[config.mk]
export PLATFORM = sky130hd
export DESIGN_NAME = lsa_alu
export DESIGN_NICKNAME = d
export VERILOG_FILES = /design/src/rtl/lsa_pkg.sv /design/src/rtl/lsa_slice.sv /design/src/rtl/lsa_carry.sv /design/src/rtl/lsa_result.sv /design/src/rtl/lsa_alu.sv
export SDC_FILE = /design/constraint.sdc
export NUM_CORES = 1
export LEC_CHECK = 0
export ABC_AREA = 1
export BUFFER_PORTS_ARGS = -buffer_cell sky130_fd_sc_hd__buf_2
export CORE_AREA = 2 2 75 77
export DETAILED_ROUTE_END_ITERATION = 7
export DIE_AREA = 0 0 77 79
export PLACE_DENSITY = 0.79
export SLEW_MARGIN = 25
export SYNTH_ARGS = -nofsm -noshare
export SYNTH_HDL_FRONTEND = slang
export SYNTH_HIERARCHICAL = 1
export SYNTH_SLANG_ARGS = --single-unit
[constraint.sdc]
create_clock -name vclk -period 2.8
set_clock_uncertainty 0.15 [all_clocks]
set_input_delay 0.28 -clock vclk [all_inputs]
set_output_delay 0.28 -clock vclk [all_outputs]
set_load 0.005 [all_outputs]
[src/rtl/lsa_pkg.sv]
package lsa_pkg;

    localparam int unsigned LSA_WIDTH = 16;
    localparam int unsigned TBL_BITS  = 4;

    typedef struct packed {
        logic p;
        logic g;
    } pg_t;

    // look up one entry of a 4-entry gate table, index {b,a}
    function automatic logic tbl_pick(input logic [TBL_BITS-1:0] tbl,
                                      input logic a, input logic b);
        return tbl[{b, a}];
    endfunction

endpackage

[src/rtl/lsa_slice.sv]
module lsa_slice
    import lsa_pkg::*;
(
    input  logic                opa_bit,
    input  logic                opb_bit,
    input  logic [3:0]          prop_tbl,
    input  logic [3:1]          gen_tbl,
    output pg_t                 pg_hi,
    output pg_t                 pg_lo
);
    logic [TBL_BITS-1:0] gen_full;

    // entry 0 of the generate table is tied low
    assign gen_full = {gen_tbl, 1'b0};

    // selectors produce active-low signals internally
    assign pg_lo.p = ~tbl_pick(prop_tbl, opa_bit, opb_bit);
    assign pg_lo.g = ~tbl_pick(gen_full, opa_bit, opb_bit);
    assign pg_hi.p = ~pg_lo.p;
    assign pg_hi.g = ~pg_lo.g;

    always_comb begin

        gen_zero_entry_chk: assert (!(opa_bit == 1'b0 && opb_bit == 1'b0) || pg_lo.g == 1'b1);
    end
endmodule

[src/rtl/lsa_carry.sv]
module lsa_carry
    import lsa_pkg::*;
#(
    parameter int unsigned W = LSA_WIDTH
) (
    input  pg_t [W-1:0]  pg,
    input  logic         c_first,
    output logic [W:0]   c
);
    assign c[0] = c_first;

    for (genvar i = 0; i < W; i++) begin : g_rip
        assign c[i+1] = pg[i].g | (pg[i].p & c[i]);
    end
endmodule

[src/rtl/lsa_result.sv]
module lsa_result #(
    parameter int unsigned W = 16
) (
    input  logic [W-1:0] prop,
    input  logic [W-1:0] c_into,
    input  logic         fill,
    input  logic         shift_right,
    output logic [W-1:0] result
);
    logic [W-1:0] upper;

    for (genvar i = 0; i < W; i++) begin : g_out
        if (i == W - 1) begin : g_top
            assign upper[i] = fill;
        end else begin : g_mid
            assign upper[i] = prop[i+1];
        end
        assign result[i] = shift_right ? upper[i] : (prop[i] ^ c_into[i]);
    end
endmodule

[src/rtl/lsa_alu.sv]
module lsa_alu
    import lsa_pkg::*;
#(
    parameter int unsigned W = LSA_WIDTH
) (
    input  logic [W-1:0] opa,
    input  logic [W-1:0] opb,
    input  logic [3:0]   prop_tbl,
    input  logic [2:0]   gen_tbl,
    input  logic         shift_right,
    input  logic         carry_in,
    input  logic         carry_low,
    output logic [W-1:0] result,
    output logic         carry_out
);
    localparam int unsigned WX = W + 1;

    pg_t [W-1:0]  pg_hi;
    pg_t [W-1:0]  pg_lo;
    logic [W-1:0] prop_v;
    logic [W:0]   chain;
    logic         c_int;

    assign c_int = carry_in ^ carry_low;

    for (genvar i = 0; i < W; i++) begin : g_sl
        lsa_slice u_slice (
            .opa_bit  (opa[i]),
            .opb_bit  (opb[i]),
            .prop_tbl (prop_tbl),
            .gen_tbl  (gen_tbl),
            .pg_hi    (pg_hi[i]),
            .pg_lo    (pg_lo[i])
        );
        assign prop_v[i] = pg_hi[i].p;
    end

    lsa_carry #(.W(W)) u_carry (
        .pg      (pg_hi),
        .c_first (c_int),
        .c       (chain)
    );

    lsa_result #(.W(W)) u_res (
        .prop        (prop_v),
        .c_into      (chain[W-1:0]),
        .fill        (c_int),
        .shift_right (shift_right),
        .result      (result)
    );

    assign carry_out = chain[W] ^ carry_low;

    always_comb begin

        add_sum_chk: assert (!(shift_right == 1'b0 && prop_tbl == 4'b0110 && gen_tbl == 3'b100)
            || {chain[W], result} == (WX'(opa) + WX'(opb) + WX'(c_int)));

        shr_reg_chk: assert (!(shift_right == 1'b1 && prop_tbl == 4'b1010 && gen_tbl == 3'b000)
            || result == {c_int, opa[W-1:1]});

        pass_reg_chk: assert (!(shift_right == 1'b0 && prop_tbl == 4'b1010 && gen_tbl == 3'b000
            && c_int == 1'b0) || result == opa);

        cout_pol_chk: assert (!(prop_tbl == 4'b0000 && gen_tbl == 3'b000) || carry_out == carry_low);
    end
endmodule

# [Word level (Yosys, flattened, before mapping)]
# Cells that the tools add are included.
[word_totals] ff_bits=0 inputBits=42 word_cells=146 output_inout_bits=17
[classes] bitwise_logic=50 n_mux=80 n_lt_le_gt_ge=16
[ops] operator="binary-select mux 1 bit (select 2 bit)" count=32
[ops] operator="< comparator 2 x 3 -> 1 bit, second input constant" count=16
[ops] operator="2-to-1 mux 1 bit" count=48
[ops] operator="bitwise XOR 1 bit" count=18
[ops] operator="bitwise AND 1 bit" count=16
[ops] operator="OR 1 bit" count=16

# [Logic depth before layout (Yosys ltp)]
# Gate-level depths: netlist of run 1.
[depth] ltp_word=35 depth_mapped=40 ltp_nobuf=40

# [Cells and area by module]
# The synthesis of run 1 kept the hierarchy.
[by_module_without_submodules] module="lsa_slice" n_inst=16 seq_area_each_um2=0.0 area_each_um2=117.6 cells_each=27
[by_module_without_submodules] module="lsa_result" n_inst=1 seq_area_each_um2=0.0 area_each_um2=540.5 cells_each=116
[by_module_without_submodules] module="lsa_carry" n_inst=1 seq_area_each_um2=0.0 area_each_um2=260.2 cells_each=49
[by_module_without_submodules] module="lsa_alu" n_inst=1 seq_area_each_um2=0.0 area_each_um2=33.8 cells_each=9

# [Worst setup path after synthesis of run 1]
# OpenSTA, ideal clock, no wires.
[synth_path] path_kind="in2out" start="input opa[0]" end="output carry_out" path_buffers=0 t_arrival_ns=2.537 required_ns=2.370 slack_ns=-0.167 path_stages=40 path_cell_list="inv_2 nand2_2 nand2_1 nand2_1 nand2_1 nand2_1 nand2_2 nand2_2 nand2_2 nand2_2 nand2_2 nand2_2 nand2_2 nand2_2 nand2_2 nand2_2 nand2_2 nand2_2 [4 not listed] nand2_2 nand2_2 nand2_2 nand2_2 nand2_2 nand2_2 nand2_2 nand2_2 nand2_2 nand2_2 nand2_2 nand2_2 nand2_2 nand2_1 nand2_1 inv_1 nand2_1 nand2_1"
[synth_rtl] element="start, declared" line_no="lsa_alu.sv:6" source="input logic [W-1:0] opa,"
[synth_rtl] element="end, declared" line_no="lsa_alu.sv:14" source="output logic carry_out"

==> flow_summary.toml, run 1 <==
[placement]
io_buffers = 59
gp_congestion = 0.797
dp_hpwl_um = 5030

[cells_and_area]
design.seq.count = 0
final_common_cell = "nand2_1"
nNetsFinal = 672
fillers = 500
antennaDiodeCount = 0
regArea_um2 = 0
mostFrequentLayoutCells = "191 x nand2_1, 138 x inv_1, 85 x nand2_2"
area_delta_synth_final_pct = 42.5
drive_gt1_share_pct = 42.2
utilization_pct = 61.3
nClkBuffers = 0

[synth]
synth_warnings = 6
syn_inst = 510
syn-cell-area_mm2 = 0.00230
synth_nets = 552
synth_area_per_cell_um2 = 4.50

[drt]
route.detailed.drc = 0
via_per_inst = 4.65
final_antenna_net_count = 0
num_vias = 3253
wl_per_cell_um = 11.1
drt_first_pass_iters = 5
wirelength_um = 7800
drt_iter0_markers = 277

[worst_setup_path]
path_class = "input port to output pin"
cpMostUsedCell = "buf_4"
cpLargestDelayFamily = "buffers and inverters"
worstPathRequired_ns = 2.37
path_max_fanout = 5
worstPathArrival_ns = 3.04
worstSetupStartpointType = "input port"
critPathSlowestCell = "buf_4"
crit_path_max_incr_delay_ns = 0.13
path_buf_inv = 20
cp-end-kind = "output pin"

[global_route]
grt_pass1_vias = 2870
use_met2_pct = 44.1
grt_busiest_layer = "met2"
grt_pass1_wl_um = 12000
antenna_found_initial = 0
grt_max_degree = 18
grtUsageMet1_pct = 28.1
track_usage_pct = 23.0
overflow = 0
met3_usage_pct = 1.25

[min_path]
hp-start = "carry_low"
whs_path_depth = 4
worstHoldPathType = "input port to output pin"
holdPathEnd = "carry_out"

[power]
ir_drop_mv = 0.108
power_density_mw_per_mm2 = 201
fin_total_pwr_uw = 658
leakage_uw = 0.00241

[die]
start_util_pct = 43.0
die_h_um = 79
die_area_mm2 = 0.00608
boundaryPins = 59
rows = 27
die-width_um = 77
core_area_mm2 = 0.00534

[timing]
hold_viol = 0
fin_crit_sh_pct = 124
rsz0062_at_grt = "yes"
max_slew.worst_pin.slew_ns = 0.452
relSlewSlack_pct = 69.8
fin_crit_ns = 3.47
finalSetupViolCount = 8
slew_viol_final = 0
finalWorstSetupSlack_ns = -0.674
max_freq_mhz = 288

[run]
cap_violations = 0

[status]
violations = "negative setup slack"
status = "complete, but fails checks"
metrics by stage:
step	instance area, µm²	setup TNS, ns	worst slack [ns]	hold slack [ns]	std cells
after floorplan	2310	-0.187	-0.111	0.501	510
after global placement	2880	-1.86	-0.507	0.700	666
after detailed placement	2880	-2.70	-0.648	0.715	666
after CTS	3150	-2.58	-0.514	0.717	695
after global routing	3270	-5.31	-0.853	0.733	700
final	3270	-3.51	-0.674	0.719	700
final cells by class:
type | instances | area [µm²] | share of cell area, %
Timing Repair Buffer | 122 | 856 | 26.2
Tap cell | 72 | 90.1 | 2.75
Inverter | 164 | 638 | 19.5
Multi-Input combinational cell | 342 | 1690 | 51.6
repair_timing:
item	CTS	global route
hold buffers	0	0
setup endpoints to repair	7	9
resized for setup	17	32
pin swaps	18	25
buffers inserted	29	5
routing by layer:
| metal | vias up | wire length (µm) | part of all wire, % |
|---|---|---|---|
| met4 | 0 | 293 | 3.8 |
| met2 | 145 | 3790 | 49 |
| met5 | - | 0 | 0 |
| li1 | 1657 | - | - |
| met3 | 39 | 547 | 7.0 |
| met1 | 1412 | 3170 | 41 |
worst max path at each step:
stage,start,endpoint,cells after the start
floorplan,opa[0],carry_out,40
global placement,opa[0],carry_out,41
detailed placement,opa[0],carry_out,41
CTS,opa[0],carry_out,42
global route,prop_tbl[3],carry_out,41
finish,opa[0],result[0],26
power by group:
| part | switching (µW) | internal [µW] |
|---|---|---|
| registers | 0 | 0 |
| clock network | 0 | 0 |
| logic | 359 | 299 |
| total | 359 | 299 |
Power figures use the tool's default switching activity.
==> inputs of run 2 (changes only) <==
CORE_AREA = 2 2 71 73   (was 2 2 75 77)
DIE_AREA = 0 0 73 75   (was 0 0 77 79)
PLACE_DENSITY = 0.84   (was 0.79)
REMOVE_ABC_BUFFERS = 1   (was not set)
clock period = 3.65 ns   (was 2.8 ns; I/O delays follow)
==> run 2 against run 1 <==
Against the previous run: hold slack gained 0.16 ns; sequential share of layout area is the same; utilization shrank 0.26 points; worst setup slack gained 0.59 ns; final cell count shrank 8.1%; the flow still finishes with violations (negative setup slack); via count shrank 9.5%; critical endpoint is now carry_out; critical path depth grew 15; power shrank 39%.
==> flow_summary.toml, run 2 (synthesis results as in run 1) <==
[status]
status = "complete, but fails checks"
violations = "negative setup slack"

[drt]
drt_iter0_markers = 159
drt_first_pass_iters = 4
via_per_inst = 4.58
final_antenna_net_count = 0
route.detailed.drc = 0
num_vias = 2944
wl_per_cell_um = 9.70
wirelength_um = 6230

[global_route]
antenna_found_initial = 0
grt_max_degree = 18
grt_pass1_wl_um = 10600
overflow = 0
track_usage_pct = 23.2
grt_pass1_vias = 2590

[cells_and_area]
regArea_um2 = 0
nClkBuffers = 0
final_common_cell = "nand2_1"
design.seq.count = 0
area_delta_synth_final_pct = 23.9
utilization_pct = 61.0
drive_gt1_share_pct = 35.3
fillers = 491
nNetsFinal = 633
mostFrequentLayoutCells = "198 x nand2_1, 145 x inv_1, 78 x nand2_2"
antennaDiodeCount = 0

[timing]
relSlewSlack_pct = 72.0
max_slew.worst_pin.slew_ns = 0.420
finalWorstSetupSlack_ns = -0.0843
rsz0062_at_grt = "yes"
finalSetupViolCount = 3
hold_viol = 0
fin_crit_ns = 3.73
fin_crit_sh_pct = 102
max_freq_mhz = 268
slew_viol_final = 0

[worst_setup_path]
worstPathRequired_ns = 3.13
cpMostUsedCell = "nand2_2"
worstPathArrival_ns = 3.22
cp-end-kind = "output pin"
worstSetupStartpointType = "input port"
crit_path_max_incr_delay_ns = 0.15
path_class = "input port to output pin"
critPathSlowestCell = "clkbuf_4"
path_max_fanout = 4

[die]
rows = 25
die_area_mm2 = 0.00548
boundaryPins = 59
start_util_pct = 49.3
die-width_um = 73
core_area_mm2 = 0.00466
die_h_um = 75

[power]
power.internal_uw = 162
fin_total_pwr_uw = 402
ir_drop_mv = 0.0614
switching_share_pct = 59.7
power_density_mw_per_mm2 = 142
combPwrFrac_pct = 100.0
leakage_uw = 0.00220
p_switching_uw = 240
p_clk_share_pct = 0
power_frac_seq_pct = 0

[placement]
io_buffers = 59
gp_congestion = 0.956
dp_hpwl_um = 5060
place_ws_ns = 0.0130

[clock_network]
hold_buffers = 0

[run]
cap_violations = 0

[min_path]
worstHoldPathType = "input port to output pin"
-- run 2: layout make-up --
class,instances,area (µm²),area share (%)
Multi-Input combinational cell,342,1640,57.8
Inverter,164,626,22.0
Tap cell,54,67.6,2.38
Timing Repair Buffer,83,507,17.8
-- run 2: stage by stage --
step                hold slack [ns]  instance area [µm²]  cells  setup TNS, ns
finish                        0.879                 2840    643         -0.132
global route                  0.901                 2840    643          -1.25
CTS                           0.881                 2730    635              0
detailed placement            0.880                 2730    635              0
global placement              0.866                 2730    635              0
floorplan                     0.669                 2250    506              0
-- run 2: power groups by stage --
| stage | combinational, µW | clock, µW | sequential (µW) |
|---|---|---|---|
| 2_1_floorplan | 241 | 0 | 0 |
| 3_3_place_gp | 364 | 0 | 0 |
| 3_5_place_dp | 375 | 0 | 0 |
| 4_1_cts | 376 | 0 | 0 |
| 5_1_grt | 457 | 0 | 0 |
| 6_report | 402 | 0 | 0 |
-- run 2: worst max-delay path, delay by kind of cell --
family                 cells  cell delay (ns)
and+or+nand+nor           38             2.52
buffers and inverters      3             0.30
-- run 2: worst paths after layout --
path / start / to / slack (ns) / depth (start not counted)
setup / recovery: prop_tbl[0] / carry_out / -0.08 / 41
hold / removal: carry_low / carry_out / 0.88 / 4
-- run 2: timing repair --
item / CTS / global route
buffers inserted: 0 / 8
resized for setup: 0 / 22
endpoints found under the setup margin: 0 / 4
-- run 2: layer usage --
layer / part of all wire (%) / GRT usage, % / vias to the layer above / wire length, µm
met4: 0.55 / 2.06 / 0 / 34
met2: 52 / 44.7 / 71 / 3230
met3: 4.5 / 1.07 / 6 / 278
met1: 43 / 29.3 / 1291 / 2690
met5: 0 / 0 / - / 0
li1: - / - / 1576 / -
==> inputs of run 3 (changes only) <==
--- a/config.mk
+++ b/config.mk
@@ -9,5 +9,5 @@
 export BUFFER_PORTS_ARGS = -buffer_cell sky130_fd_sc_hd__buf_2
-export CORE_AREA = 2 2 71 73
+export CORE_AREA = 2 2 57 59
 export DETAILED_ROUTE_END_ITERATION = 7
-export DIE_AREA = 0 0 73 75
+export DIE_AREA = 0 0 59 61
 export PLACE_DENSITY = 0.84
@@ -17,3 +17,2 @@
 export SYNTH_HDL_FRONTEND = slang
-export SYNTH_HIERARCHICAL = 1
 export SYNTH_SLANG_ARGS = --single-unit
==> constraint.sdc (replaced) <==
create_clock -name vclk -period 3.65
set_clock_uncertainty 0.15 [all_clocks]
set_input_delay 0.5475 -clock vclk [all_inputs]
set_output_delay 0.5475 -clock vclk [all_outputs]
set_load 0.005 [all_outputs]
==> run 3 against run 2 <==
Against the previous run: the flow still finishes with violations (negative setup slack); non-clock buffer count is 30 higher; maximum frequency is 53% lower; design area is 21% lower; sequential cell count stayed put; critical endpoint unchanged.
==> flow_summary.toml, run 3 <==
[die]
die_area_mm2 = 0.00360
start_util_pct = 52.1
boundaryPins = 59
die-width_um = 59
core_area_mm2 = 0.00295
rows = 20
die_h_um = 61

[worst_setup_path]
critPathSlowestCell = "ha_2"
worstPathRequired_ns = 2.95
worstSetupStartpointType = "input port"
cp-end-kind = "output pin"
path_max_fanout = 3
worstPathArrival_ns = 7.29
path_class = "input port to output pin"
crit_path_max_incr_delay_ns = 0.19

[min_path]
worstHoldPathType = "input port to output pin"

[power]
combPwrFrac_pct = 100.0
fin_total_pwr_uw = 336
leakage_uw = 0.00137
switching_share_pct = 52.4
power_frac_seq_pct = 0
p_clk_share_pct = 0
p_switching_uw = 176
power.internal_uw = 160
ir_drop_mv = 0.0807
power_density_mw_per_mm2 = 149

[drt]
drt_iter0_markers = 143
final_antenna_net_count = 0
drt_first_pass_iters = 4
wirelength_um = 5330
num_vias = 2318
wl_per_cell_um = 12.3
route.detailed.drc = 0
via_per_inst = 5.37

[timing]
max_slew.worst_pin.slew_ns = 0.573
rsz0062_at_grt = "yes"
relSlewSlack_pct = 61.7
slew_viol_final = 0
max_freq_mhz = 125
fin_crit_ns = 7.99
fin_crit_sh_pct = 219
finalSetupViolCount = 13
hold_viol = 0
finalWorstSetupSlack_ns = -4.34
hold-worst-slack_ns = 1.33
setup_tns_ns = -31.19

[cells_and_area]
antennaDiodeCount = 0
fillers = 235
design.seq.count = 0
drive_gt1_share_pct = 38.6
utilization_pct = 76.3
nNetsFinal = 459
regArea_um2 = 0
nClkBuffers = 0
area_delta_synth_final_pct = 46.5
mostFrequentLayoutCells = "137 x nand2_1, 57 x buf_2, 54 x buf_4"
final_common_cell = "nand2_1"
final_cells = 432

[synth]
synth_commonest_cells = "138 x nand2_1, 38 x inv_1, 22 x nand3_1"
ys_seq_area_share_pct = 0
synth.area.top_cells = "nand2_1 34%, ha_1 13%, inv_1 9.3%"
ys_types = 19
synth_area_leader_cell = "nand2_1"
syn-cell-area_mm2 = 0.00154
synth_warnings = 0
syn_inst = 297
synth_area_per_cell_um2 = 5.18
synth_top_area_share_pct = 33.7
yosys.cell_count.top_type = "nand2_1"

[global_route]
grt_max_degree = 18
grt_pass1_wl_um = 8490
overflow = 0
use_met2_pct = 55.9
track_usage_pct = 29.5
grt_busiest_layer = "met2"
grt_pass1_vias = 2065
antenna_found_initial = 0
grtUsageMet1_pct = 36.5
met3_usage_pct = 1.07

[placement]
io_buffers = 59
place_inst = 421
gp_congestion = 0.864
dp_hpwl_um = 3690

[status]
status = "complete, but fails checks"
violations = "negative setup slack"

[clock_network]
hold_buffers = 0

[run]
cap_violations = 0
## run 3: cell count changes in the layout (fill, tap and decap cells not counted), moves of 12 or more
| cell | previous run | this run |
|---|---|---|
| nand2_2 | 78 | 11 |
| a31oi_1 | 0 | 13 |
| nand2_1 | 198 | 137 |
| buf_4 | 24 | 54 |
| nand3_1 | 38 | 22 |
| nor2_2 | 16 | 0 |
| ha_2 | 0 | 16 |
| inv_1 | 145 | 36 |
| inv_2 | 17 | 5 |
## run 3: layout make-up
cell class         count  area [µm²]  share of cell area (%)
multi-input cells    244        1340                    59.2
repair buffers       113         717                    31.8
inverters             42         160                    7.11
well taps             33        41.3                    1.83
## run 3: critical path, delay by kind of cell
family	cells	cell delay (ns)
AO/OA/AOI/OAI	16	2.04
adder cells (fa/ha/maj)	16	2.77
buffers and inverters	5	0.36
AND/OR/NAND/NOR	19	1.56
## run 3: through the flow
step / cell area [µm²] / setup WS [ns]
2_1_floorplan: 1440 / -3.84
3_3_place_gp: 2100 / -4.31
3_5_place_dp: 2100 / -4.52
4_1_cts: 2230 / -4.10
5_1_grt: 2250 / -4.84
6_report: 2250 / -4.34
## run 3: power groups by stage
stage / registers [µW] / clock network (µW) / logic [µW]
after CTS: 0 / 0 / 322
final: 0 / 0 / 336
after floorplan: 0 / 0 / 158
after global routing: 0 / 0 / 377
after global placement: 0 / 0 / 297
after detailed placement: 0 / 0 / 306
## run 3: layer usage
layer	vias to the layer above	part of all wire, %
li1	1165	-
met1	1030	41
met2	107	50
met3	16	7.1
met4	0	1.8
met5	-	0
## run 3: kinds of logic after synthesis
family | share of synthesized area (%)
AND/OR/NAND/NOR | 55.2
buffers and inverters | 16.4
AO/OA/AOI/OAI | 14.7
adder cells (fa/ha/maj) | 13.0
XOR/XNOR | 0.570
## run 3: path summary, 6_finish.rpt
kind,from,endpoint,slack (ns),depth (start not counted)
setup / recovery,prop_tbl[1],carry_out,-4.34,56
hold / removal,carry_in,result[15],1.33,5
## run 3: timing repair
item	4_1_cts	5_1_grt
resized for setup	24	5
pin swaps	30	14
buffers inserted	11	2
gates cloned	0	0
setup endpoints to repair	13	13
